==> config.mk <==
export PLATFORM = sky130hd
export DESIGN_NAME = seq_mul16
export DESIGN_NICKNAME = d
export VERILOG_FILES = /design/src/rtl/seq_mul_pkg.sv /design/src/rtl/mul8_unsigned.sv /design/src/rtl/mul_seq_ctrl.sv /design/src/rtl/mul_accum.sv /design/src/rtl/seq_mul16.sv
export SDC_FILE = /design/constraint.sdc
export NUM_CORES = 1
export LEC_CHECK = 0
export ABC_AREA = 1
export BUFFER_PORTS_ARGS = -buffer_cell sky130_fd_sc_hd__buf_2
export CAP_MARGIN = 5
export CORE_ASPECT_RATIO = 1.4
export CORE_MARGIN = 5
export CORE_UTILIZATION = 34
export CTS_BUF_LIST = sky130_fd_sc_hd__clkbuf_8
export CTS_CLUSTER_SIZE = 28
export DETAILED_ROUTE_END_ITERATION = 12
export PLACE_DENSITY = 0.62
export SYNTH_ARGS = -nofsm -noshare
export SYNTH_HDL_FRONTEND = slang
export SYNTH_HIERARCHICAL = 1
export SYNTH_SLANG_ARGS = --single-unit
==> constraint.sdc <==
create_clock -name clk -period 6.8 [get_ports clk]
set_clock_uncertainty 0.15 [all_clocks]
set_input_delay 1.02 -clock clk [delete_from_list [all_inputs] [get_ports clk]]
set_output_delay 1.02 -clock clk [all_outputs]
set_load 0.005 [all_outputs]
==> src/rtl/seq_mul_pkg.sv <==
`timescale 1ns/1ps
package seq_mul_pkg;
  // Steps of one operation: four byte products, then two sign corrections
  typedef enum logic [2:0] {
    ST_IDLE = 3'd0,
    ST_LL   = 3'd1,  // lo(a) * lo(b), weight 0
    ST_LH   = 3'd2,  // lo(a) * hi(b), weight 1 byte
    ST_HL   = 3'd3,  // hi(a) * lo(b), weight 1 byte
    ST_HH   = 3'd4,  // hi(a) * hi(b), weight 2 bytes
    ST_CB   = 3'd5,  // subtract a<<16 when b is negative
    ST_CA   = 3'd6   // subtract b<<16 when a is negative
  } mul_st_e;
endpackage

==> src/rtl/mul8_unsigned.sv <==
`timescale 1ns/1ps
module mul8_unsigned #(
  parameter int BYTE_W = 8
) (
  input  logic [BYTE_W-1:0]   x,
  input  logic [BYTE_W-1:0]   y,
  output logic [2*BYTE_W-1:0] p
);
  always_comb p = {{BYTE_W{1'b0}}, x} * {{BYTE_W{1'b0}}, y};
endmodule

==> src/rtl/mul_seq_ctrl.sv <==
`timescale 1ns/1ps
module mul_seq_ctrl
  import seq_mul_pkg::*;
(
  input  logic    clk,
  input  logic    rst,
  input  logic    start,
  input  logic    mode_q,
  output mul_st_e st,
  output logic    load,
  output logic    finish,
  output logic    busy,
  output logic    done
);
  mul_st_e st_nx;

  assign load   = start && (st == ST_IDLE);
  assign finish = ((st == ST_HH) && !mode_q) || (st == ST_CA);
  assign busy   = (st != ST_IDLE);

  always_comb begin
    st_nx = st;
    unique case (st)
      ST_IDLE: if (start) st_nx = ST_LL;
      ST_LL:   st_nx = ST_LH;
      ST_LH:   st_nx = ST_HL;
      ST_HL:   st_nx = ST_HH;
      ST_HH:   st_nx = mode_q ? ST_CB : ST_IDLE;
      ST_CB:   st_nx = ST_CA;
      ST_CA:   st_nx = ST_IDLE;
      default: st_nx = ST_IDLE;
    endcase
  end

  always_ff @(posedge clk) begin
    if (rst) begin
      st   <= ST_IDLE;
      done <= 1'b0;
    end else begin
      st   <= st_nx;
      done <= finish;
    end
  end
endmodule

==> src/rtl/mul_accum.sv <==
`timescale 1ns/1ps
module mul_accum
  import seq_mul_pkg::*;
#(
  parameter int BYTE_W = 8,
  localparam int OP_W  = 2 * BYTE_W,
  localparam int RES_W = 2 * OP_W
) (
  input  logic             clk,
  input  logic             rst,
  input  logic             load,
  input  mul_st_e          st,
  input  logic             mode_in,
  input  logic [OP_W-1:0]  a_in,
  input  logic [OP_W-1:0]  b_in,
  output logic             mode_q,
  output logic             pp_fire,
  output logic             corr_fire,
  output logic [RES_W-1:0] acc
);
  logic [OP_W-1:0]   a_q, b_q;
  logic [BYTE_W-1:0] mx, my;
  logic [OP_W-1:0]   prod;
  logic [RES_W-1:0]  acc_nx;

  // Partial product placed at a given byte weight
  function automatic logic [RES_W-1:0] place_pp(input logic [OP_W-1:0] pp,
                                                input int unsigned nbytes);
    logic [RES_W-1:0] wide;
    wide = {{OP_W{1'b0}}, pp};
    return wide << (nbytes * BYTE_W);
  endfunction

  // Correction term: whole operand moved to the upper half, or zero
  function automatic logic [RES_W-1:0] corr_term(input logic [OP_W-1:0] op,
                                                 input logic en);
    return en ? {op, {OP_W{1'b0}}} : {RES_W{1'b0}};
  endfunction

  // Byte selection for the shared multiplier
  assign mx = (st == ST_LL || st == ST_LH) ? a_q[BYTE_W-1:0] : a_q[OP_W-1:BYTE_W];
  assign my = (st == ST_LL || st == ST_HL) ? b_q[BYTE_W-1:0] : b_q[OP_W-1:BYTE_W];

  mul8_unsigned #(.BYTE_W(BYTE_W)) u_mul (.x(mx), .y(my), .p(prod));

  assign pp_fire   = (st == ST_LL) || (st == ST_LH) || (st == ST_HL) || (st == ST_HH);
  assign corr_fire = ((st == ST_CB) && b_q[OP_W-1]) || ((st == ST_CA) && a_q[OP_W-1]);

  always_comb begin
    acc_nx = acc;
    unique case (st)
      ST_LL:   acc_nx = acc + place_pp(prod, 0);
      ST_LH,
      ST_HL:   acc_nx = acc + place_pp(prod, 1);
      ST_HH:   acc_nx = acc + place_pp(prod, 2);
      ST_CB:   acc_nx = acc - corr_term(a_q, b_q[OP_W-1]);
      ST_CA:   acc_nx = acc - corr_term(b_q, a_q[OP_W-1]);
      default: acc_nx = acc;
    endcase
  end

  always_ff @(posedge clk) begin
    if (rst) begin
      acc    <= '0;
      a_q    <= '0;
      b_q    <= '0;
      mode_q <= 1'b0;
    end else if (load) begin
      acc    <= '0;
      a_q    <= a_in;
      b_q    <= b_in;
      mode_q <= mode_in;
    end else begin
      acc    <= acc_nx;
    end
  end
endmodule

==> src/rtl/seq_mul16.sv <==
`timescale 1ns/1ps
module seq_mul16
  import seq_mul_pkg::*;
#(
  parameter int BYTE_W = 8,
  localparam int OP_W  = 2 * BYTE_W,
  localparam int RES_W = 2 * OP_W
) (
  input  logic             clk,
  input  logic             rst,
  input  logic             start,
  input  logic             signed_mode,
  input  logic [OP_W-1:0]  op_a,
  input  logic [OP_W-1:0]  op_b,
  output logic             busy,
  output logic             done,
  output logic [RES_W-1:0] product
);
  mul_st_e st;
  logic    load, finish, mode_q, pp_fire, corr_fire;

  mul_seq_ctrl u_ctrl (
    .clk(clk), .rst(rst), .start(start), .mode_q(mode_q),
    .st(st), .load(load), .finish(finish), .busy(busy), .done(done)
  );

  mul_accum #(.BYTE_W(BYTE_W)) u_acc (
    .clk(clk), .rst(rst), .load(load), .st(st), .mode_in(signed_mode),
    .a_in(op_a), .b_in(op_b), .mode_q(mode_q), .pp_fire(pp_fire),
    .corr_fire(corr_fire), .acc(product)
  );
endmodule

# Word-level counts from Yosys, hierarchy flattened
# Index checks and enable logic that the tools add are counted.
[word_totals]
register_bits = 69
[op_classes]
mul = 1
n_eq_ne = 7
n_addsub = 5
muxes = 8
n_reduce_logical = 11
[op_table]
columns = ["cell", "n"]
rows = [
  ["32-bit case mux with 5 select lines", 1],
  ["32-bit two-way mux", 2],
  ["32-bit subtractor", 2],
  ["32-bit by 16-bit adder with 32-bit output", 1],
  ["32-bit by 24-bit adder with 32-bit output", 1],
  ["32-bit adder", 1],
  ["3-bit case mux with 6 select lines", 1],
  ["8-bit by 8-bit multiplier with 16-bit output", 1],
  ["8-bit two-way mux", 2],
  ["3-bit == test, second input constant", 3],
  ["3-bit by 2-bit == test with 1-bit output, second input constant", 2],
  ["3-bit two-way mux", 2],
  ["5-bit nonzero test", 1],
  ["2-bit OR reduction", 2],
  ["3-bit by 1-bit == test with 1-bit output, second input constant", 1],
  ["3-bit zero test", 1],
  ["1-bit logical OR", 3],
  ["3-bit nonzero test", 1],
  ["1-bit logical AND", 2],
  ["2-bit inequality test, second input constant", 1],
  ["1-bit zero test", 1],
]

# Logic depth before layout (Yosys ltp)
# Gate-level depths: netlist of the first run.
[logic_depth]
word_depth = 6
ltp_mapped = 48
depth_no_buf = 45

# Cells and area by module
# Netlist of the first run, hierarchy kept.
[modules_own_cells]
columns = ["mod", "seq_area_each_um2", "n_inst", "area_per_inst_um2", "cells_each"]
rows = [
  ["mul_accum", 1301.2, 1, 7790.0, 1418],
  ["mul8_unsigned", 0.0, 1, 2396.0, 375],
  ["mul_seq_ctrl", 80.1, 1, 193.9, 29],
]

# Worst setup path before layout of the first run
# OpenSTA, ideal clock, no wires.
[synth_path]
path_type = "register to register"
from = "register u_ctrl.st[1]"
to = "register u_acc.acc[26]"
required_time_ns = 6.533
path_stages_with_launch = 47
setup_time_ns = 0.117
slack_ns = -0.216
t_arrival_ns = 6.749
period_less_slack_ns = 7.016
path_cell_list = "dfxtp_1 -> inv_1 -> nor2_2 -> buf_4 -> inv_1 -> o21ai_4 -> buf_6 -> o21ai_0 -> clkbuf_1 -> nand2_1 -> inv_1 -> fa_1 -> inv_1 -> fa_1 -> inv_1 -> fa_1 -> inv_1 -> fa_1 -> [11 not listed] -> nor2_2 -> nand3_1 -> nor2_1 -> ha_1 -> nand2_1 -> ha_1 -> nand2_1 -> nand2_1 -> nand2_1 -> nand2_1 -> a21oi_1 -> nor2_1 -> nor2_1 -> nand3_1 -> nand2_1 -> nor2_1 -> nor2_1 -> nor2_1"
[synth_via]
elab_chain_cells = 6
word_cells_on_any_way = 20
[synth_lines]
columns = ["item", "line", "rtl"]
rows = [
  ["start: declaration", "mul_seq_ctrl.sv:9", "output mul_st_e st,"],
  ["start signal: assignment", "mul_seq_ctrl.sv:40", "st <= st_nx;"],
  ["3-bit by 1-bit == test with 1-bit output / 3-bit by 2-bit == test with 1-bit output (equally long branches)", "mul_accum.sv:41", "assign mx = (st == ST_LL || st == ST_LH) ? a_q[BYTE_W-1:0] : a_q[OP_W-1:BYTE_W];"],
  ["1-bit logical OR *", "-", ""],
  ["8-bit two-way mux *", "mul_accum.sv:41", ""],
  ["named net u_acc.mx[3]", "mul_accum.sv:22", "logic [BYTE_W-1:0] mx, my;"],
  ["8-bit by 8-bit multiplier with 16-bit output *", "mul8_unsigned.sv:9", "always_comb p = {{BYTE_W{1'b0}}, x} * {{BYTE_W{1'b0}}, y};"],
  ["named net u_acc.prod[10]", "mul_accum.sv:23", "logic [OP_W-1:0] prod;"],
  ["32-bit adder (tied with other cells)", "mul_accum.sv:55", "ST_HH: acc_nx = acc + place_pp(prod, 2);"],
  ["32-bit case mux with 5 select lines *", "mul_accum.sv:51", "unique case (st)"],
  ["end signal: assignment", "mul_accum.sv:74", "acc <= acc_nx;"],
  ["end: declaration", "mul_accum.sv:19", "output logic [RES_W-1:0] acc"],
]
# Mark *: on every way through the listed nets, which the timed path passes. The rest lies on a longest branch.
# A chain may end at the register's enable or synchronous reset.

# Final worst setup path of the first run
[layout_path]
from = "register u_ctrl.st[1]"
to = "register u_acc.acc[20]"
[layout_via]
elab_chain_cells = 6
word_cells_on_any_way = 20
[layout_lines]
columns = ["item", "line"]
rows = [
  ["3-bit by 1-bit == test with 1-bit output / 3-bit by 2-bit == test with 1-bit output (equally long branches)", "mul_accum.sv:41"],
  ["1-bit logical OR *", "-"],
  ["8-bit two-way mux *", "mul_accum.sv:41"],
  ["named net u_acc.mx[0]", "mul_accum.sv:22"],
  ["8-bit by 8-bit multiplier with 16-bit output *", "mul8_unsigned.sv:9"],
  ["named net u_acc.prod[10]", "mul_accum.sv:23"],
  ["32-bit by 24-bit adder with 32-bit output / 32-bit by 16-bit adder with 32-bit output (equally long branches)", "mul_accum.sv:54, mul_accum.sv:52"],
  ["32-bit case mux with 5 select lines *", "mul_accum.sv:51"],
]
# Marks and branches as above.

==> results.py, run 1 <==
metrics = {
    "outcome": {
        "status": "finished, final reports clean",
    },
    "floorplan": {
        "chipWidth_um": 157.6,
        "die_y_um": 216.6,
        "design.die.area_um2": 34140,
        "initial_core_util": 0.3453,
        "io-pin-count": 70,
        "row_count": 75,
        "core_um2": 30030,
    },
    "finish": {
        "layout_commonest_cell": "nand2_1",
        "final-seq-area_um2": 1388,
        "areaGrowthSynthToFinish_pct": 31.79,
        "fillCellCount": 3221,
        "diodes": 0,
        "nNetsFinal": 2214,
        "drive_gt1_frac": 0.2539,
        "layout_common_cells": "nand2_1 (501), inv_1 (331), buf_4 (176)",
        "stdcell_count": 2429,
        "multiInputGateArea_um2": 8423,
        "fin_area_um2": 13660,
    },
    "setup_path": {
        "required_ps": 6970,
        "crit_path_end_kind": "flop",
        "start_kind": "flop",
        "cpPeakStageDelay_ps": 510,
        "r2r-end": "u_acc/acc[20]$_SDFFE_PP0N_",
        "reg2reg_from": "u_ctrl/st[1]$_SDFFE_PP0P_",
        "cp_max_fo": 7,
        "path_class": "flop to flop",
        "crit_top_cell": "nand2_2",
        "r2r_slack_ps": 130,
        "arrival_ps": 6840,
        "reg2reg_depth": 42,
        "slowest_stage": "fa_1",
    },
    "grt": {
        "track_usage": 0.2265,
        "grt_pass1_vias": 11714,
        "gr-total-overflow": 0,
        "grt_start_max_net_pins": 47,
        "grt_pass1_wl_um": 60730,
        "antenna_found_initial": 0,
    },
    "worst_hold_path": {
        "worstHoldStart": "u_acc/a_q[6]$_SDFFE_PP0P_",
        "min_to": "u_acc/a_q[6]$_SDFFE_PP0P_",
        "hold-path-cell-count": 2,
        "hp-class": "flop to flop",
    },
    "timing": {
        "finalHoldViolations": 0,
        "finalCritPeriodShare": 0.9810,
        "setup_viol": 0,
        "rsz0062_at_grt": "true",
        "worst_pin_slew_ps": 938.8,
        "relSlewSlack": 0.3721,
        "max_freq_mhz": 149.9,
        "slew_viol_final": 0,
        "min_period_ps": 6671,
    },
    "detailed_routing": {
        "wirelength_um": 39800,
        "final_antenna_net_count": 0,
        "dr.first_iter.drc_count": 835,
        "drc": 0,
        "routedWlPerCell_um": 16.39,
        "vias": 12156,
        "dr.pass1.iters": 8,
        "avgViaCountPerCell": 5.005,
    },
    "synthesis": {
        "syn-instance-count": 1819,
        "avgSynthCellArea_um2": 5.700,
        "yosysWarnings": 6,
        "synth.net_count": 1994,
        "synthesis.area_um2": 10370,
    },
    "placed_design": {
        "place_inst": 2387,
        "portBuffers": 69,
        "gp_congestion": 1.014,
        "place_area_um2": 12200,
        "hpwl_um": 32170,
    },
    "clock_network": {
        "cts.clk_slew.worst_paths_ps": 90,
        "cts.hold.buffers_added": 0,
        "cts_buffers": 9,
        "cts_buffer_depth": 2,
        "root_buffer": "clkbuf_8",
        "cts_tree": "yes",
        "clock_sinks": 69,
        "clkLatencyLatePin_ps": 380,
        "htree_levels": 3,
    },
    "job": {
        "drv_cap": 0,
    },
    "pwr": {
        "peakVddDrop_uv": 160.6,
        "leakagePower_uw": 0.007665,
        "p_per_area_nw_per_um2": 361.6,
    },
}
==> what timing repair did <==
item | CTS | global route
resized for setup | 42 | 221
pin swaps | 18 | 96
endpoints found under the setup margin | 20 | 23
setup buffers | 6 | 19
endpoints found under the hold margin | 0 | 0
gates cloned | 0 | 1
==> stage by stage <==
stage	setup slack [ps]	power, µW	utilization	TNS (ps)	hold WS [ps]
floorplan	31.47	2448	-	0	294.2
detailed placement	-397.8	3841	0.4064	-4568	320.3
CTS	11.85	4384	0.4218	0	332.1
global placement	-379.0	3819	0.4064	-4057	315.1
global route	-203.4	5327	0.4550	-2419	359.6
finish	129.2	4940	0.4550	0	333.8
==> layout make-up <==
class | count | area share
Sequential cell | 69 | 0.1015
Tap cell | 385 | 0.03525
Multi-Input combinational cell | 1345 | 0.6164
Inverter | 362 | 0.09981
Clock inverter | 6 | 0.006867
Timing Repair Buffer | 252 | 0.1300
Clock buffer | 10 | 0.01007
==> how the worst max path moves through the flow <==
| stage | from | end | slack, ps | cells past startpoint |
|---|---|---|---|---|
| floorplan | u_ctrl/st[1]$_SDFFE_PP0P_ | u_acc/acc[26]$_SDFFE_PP0N_ | 30 | 46 |
| global placement | u_ctrl/st[1]$_SDFFE_PP0P_ | u_acc/acc[26]$_SDFFE_PP0N_ | -380 | 40 |
| detailed placement | u_ctrl/st[1]$_SDFFE_PP0P_ | u_acc/acc[26]$_SDFFE_PP0N_ | -400 | 40 |
| CTS | u_ctrl/st[1]$_SDFFE_PP0P_ | u_acc/acc[26]$_SDFFE_PP0N_ | 10 | 45 |
| global route | u_ctrl/st[1]$_SDFFE_PP0P_ | u_acc/acc[28]$_SDFFE_PP0N_ | -200 | 41 |
| finish | u_ctrl/st[1]$_SDFFE_PP0P_ | u_acc/acc[20]$_SDFFE_PP0N_ | 130 | 42 |
==> state kept, by name (all words and copies together) (netlist names) <==
register / flops
u_ctrl/done: 1
u_acc/acc: 32
u_ctrl/st: 3
u_acc/a_q: 16
u_acc/mode_q: 1
u_acc/b_q: 16
==> power by group <==
part	leakage, µW	internal (µW)	switching, µW
Clock	0.000113	220	192
Sequential	0.000569	480	138
Combinational	0.00698	1670	2240
==> layer usage <==
layer  vias up  routed length (µm)  GRT usage
met2       351               20080     0.4110
met4         0                3088     0.1403
met1      5561               15040     0.2476
met5         -                   0          0
met3       128                1594    0.02415
li1       6116                   -          -
==> critical path: cells and delay by family (launching register included) <==
family                   cells  cell delay (ps)
AO/OA/AOI/OAI                3              440
XOR/XNOR                     2              390
adder cells (fa/ha/maj)      7             2960
buffers and inverters       11              760
flip-flops                   1              370
AND/OR/NAND/NOR             19             1540
No activity file was read; power rests on OpenSTA's default activity.
==> run 2, diff against run 1 <==
--- a/config.mk
+++ b/config.mk
@@ -9,7 +9,6 @@
 export BUFFER_PORTS_ARGS = -buffer_cell sky130_fd_sc_hd__buf_2
 export CAP_MARGIN = 5
 export CORE_ASPECT_RATIO = 1.4
-export CORE_MARGIN = 5
 export CORE_UTILIZATION = 34
 export CTS_BUF_LIST = sky130_fd_sc_hd__clkbuf_8
 export CTS_CLUSTER_SIZE = 28
==> results.py, run 2 (synthesized netlist as in run 1, its figures left out) <==
metrics = {
    "placed_design": {
        "preCtsSetupSlack_ps": -282.2,
        "portBuffers": 69,
        "hpwl_um": 32110,
        "place_inst": 2378,
        "gp_congestion": 0.9858,
    },
    "detailed_routing": {
        "dr_wl_met2_um": 20350,
        "dr.max_layer_used": "met5",
        "drc": 0,
        "wirelength_um": 39860,
        "dr_wl_met3_um": 1759,
        "dr.pass1.iters": 5,
        "vias": 12254,
        "avgViaCountPerCell": 5.062,
        "final_antenna_net_count": 0,
        "wl_met1_um": 14700,
        "routedWlPerCell_um": 16.46,
        "dr.first_iter.drc_count": 820,
    },
    "setup_path": {
        "path_class": "flop to flop",
        "start_kind": "flop",
        "cp_max_fo": 8,
        "cpPeakStageDelay_ps": 580,
        "r2r_slack_ps": 190,
        "required_ps": 6970,
        "crit_path_end_kind": "flop",
        "arrival_ps": 6780,
        "crit_top_cell": "nand2_1",
        "slowest_stage": "fa_1",
    },
    "timing": {
        "finalCritPeriodShare": 0.9719,
        "min_period_ps": 6609,
        "relSlewSlack": 0.3985,
        "hold_slack_ps": 324.0,
        "slew_viol_final": 0,
        "worst_pin_slew_ps": 897.4,
        "setup_slack_ps": 191.1,
        "rsz0062_at_grt": "true",
        "finalHoldViolations": 0,
        "setup_viol": 0,
        "max_freq_mhz": 151.3,
    },
    "pwr": {
        "share_comb_of_total_power": 0.808,
        "p_per_area_nw_per_um2": 365.8,
        "power_uw": 4979,
        "seq_power_share": 0.124,
        "leakagePower_uw": 0.007605,
        "switchingPower_uw": 2642,
        "p_sw_frac": 0.5307,
        "peakVddDrop_uv": 160.8,
        "clkPwrFrac": 0.067,
        "intPower_uw": 2337,
    },
    "floorplan": {
        "core_um2": 30030,
        "initial_core_util": 0.3453,
        "chipWidth_um": 149.6,
        "io-pin-count": 70,
        "die_y_um": 208.6,
        "design.die.area_um2": 31210,
        "row_count": 75,
    },
    "clock_network": {
        "clock_sinks": 69,
        "htree_levels": 3,
        "cts_tree": "yes",
        "root_buffer": "clkbuf_8",
        "cts_buffer_depth": 2,
        "cts.clk_slew.worst_paths_ps": 90,
        "cts_buffers": 9,
        "clkLatencyLatePin_ps": 390,
        "cts.hold.buffers_added": 0,
    },
    "finish": {
        "layout_common_cells": "nand2_1 (501), inv_1 (330), buf_4 (159)",
        "layout_commonest_cell": "nand2_1",
        "nNetsFinal": 2206,
        "fillCellCount": 3171,
        "top_regs": "u_acc/acc (32), u_acc/a_q (16), u_acc/b_q (16)",
        "diodes": 0,
        "stdcell_count": 2421,
        "drive_gt1_frac": 0.2451,
        "largest_register_ffs": 32,
        "areaGrowthSynthToFinish_pct": 31.27,
        "regMostFlops": "u_acc/acc",
    },
    "worst_hold_path": {
        "hp-class": "flop to flop",
    },
    "grt": {
        "grt_start_max_net_pins": 47,
        "gr-total-overflow": 0,
        "grt_pass1_wl_um": 60640,
        "track_usage": 0.2534,
        "grt_pass1_vias": 11793,
        "antenna_found_initial": 1,
    },
    "outcome": {
        "status": "finished, final reports clean",
    },
    "job": {
        "drv_cap": 0,
    },
}
==> run 2: changes by cell type in the layout (fill, tap and decap cells not counted), sizes merged <==
cell      delta
inv          +2
buf          -8
clkinv       +2
clkinvlp     -1
clkbuf       -1
bufinv       -2
==> run 2: metal layers <==
layer,vias up,GRT usage
li1,6110,-
met1,5632,0.2565
met5,-,0
met4,2,0.1826
met2,379,0.4678
met3,131,0.03341
==> run 2: path summary, 6_finish.rpt <==
check	from	endpoint	depth (start not counted)
setup / recovery	u_ctrl/st[1]$_SDFFE_PP0P_	u_acc/acc[31]$_SDFFE_PP0N_	39
hold / removal	u_acc/b_q[5]$_SDFFE_PP0P_	u_acc/b_q[5]$_SDFFE_PP0P_	2
setup reg to reg	u_ctrl/st[1]$_SDFFE_PP0P_	u_acc/acc[31]$_SDFFE_PP0N_	39
hold reg to reg	u_acc/b_q[5]$_SDFFE_PP0P_	u_acc/b_q[5]$_SDFFE_PP0P_	2
==> run 2: layout make-up <==
class	instances	area, µm²	area share
clock buffer	9	123.9	0.009101
clock inverter	7	55.05	0.004045
inverter	362	1364	0.1002
multi-input combinational	1345	8448	0.6207
sequential	69	1388	0.1019
tap	385	481.7	0.03539
timing repair buffer	244	1750	0.1286
==> run 2: power groups by stage <==
stage               Clock (µW)  Combinational (µW)  Sequential [µW]
floorplan                    0                1890              558
global placement             0                3190              617
detailed placement           0                3220              618
CTS                        340                3340              610
global route               359                4350              628
finish                     334                4030              620
==> run 2: through the flow <==
stage,setup TNS (ps),instance area [µm²],utilization
2_1_floorplan,0,10380,-
3_3_place_gp,-2463,12150,0.4046
3_5_place_dp,-3595,12150,0.4046
4_1_cts,0,12530,0.4172
5_1_grt,-520.8,13610,0.4533
6_report,0,13610,0.4533
==> run 2: timing repair <==
action                     CTS  global route
setup buffers                6            22
resized for setup           32           238
gates cloned                 0             1
setup endpoints to repair   21            24
pin swaps                    9           102
==> run 2: worst max-delay path: cells and delay by family (launching register included) <==
family / cells / cell delay [ps]
xor gates and xnor gates: 1 / 150
adders and majority gates: 6 / 2540
DFF: 1 / 370
and+or+nand+nor: 18 / 1790
AOI/OAI and AO/OA: 6 / 790
buffers and inverters: 8 / 750
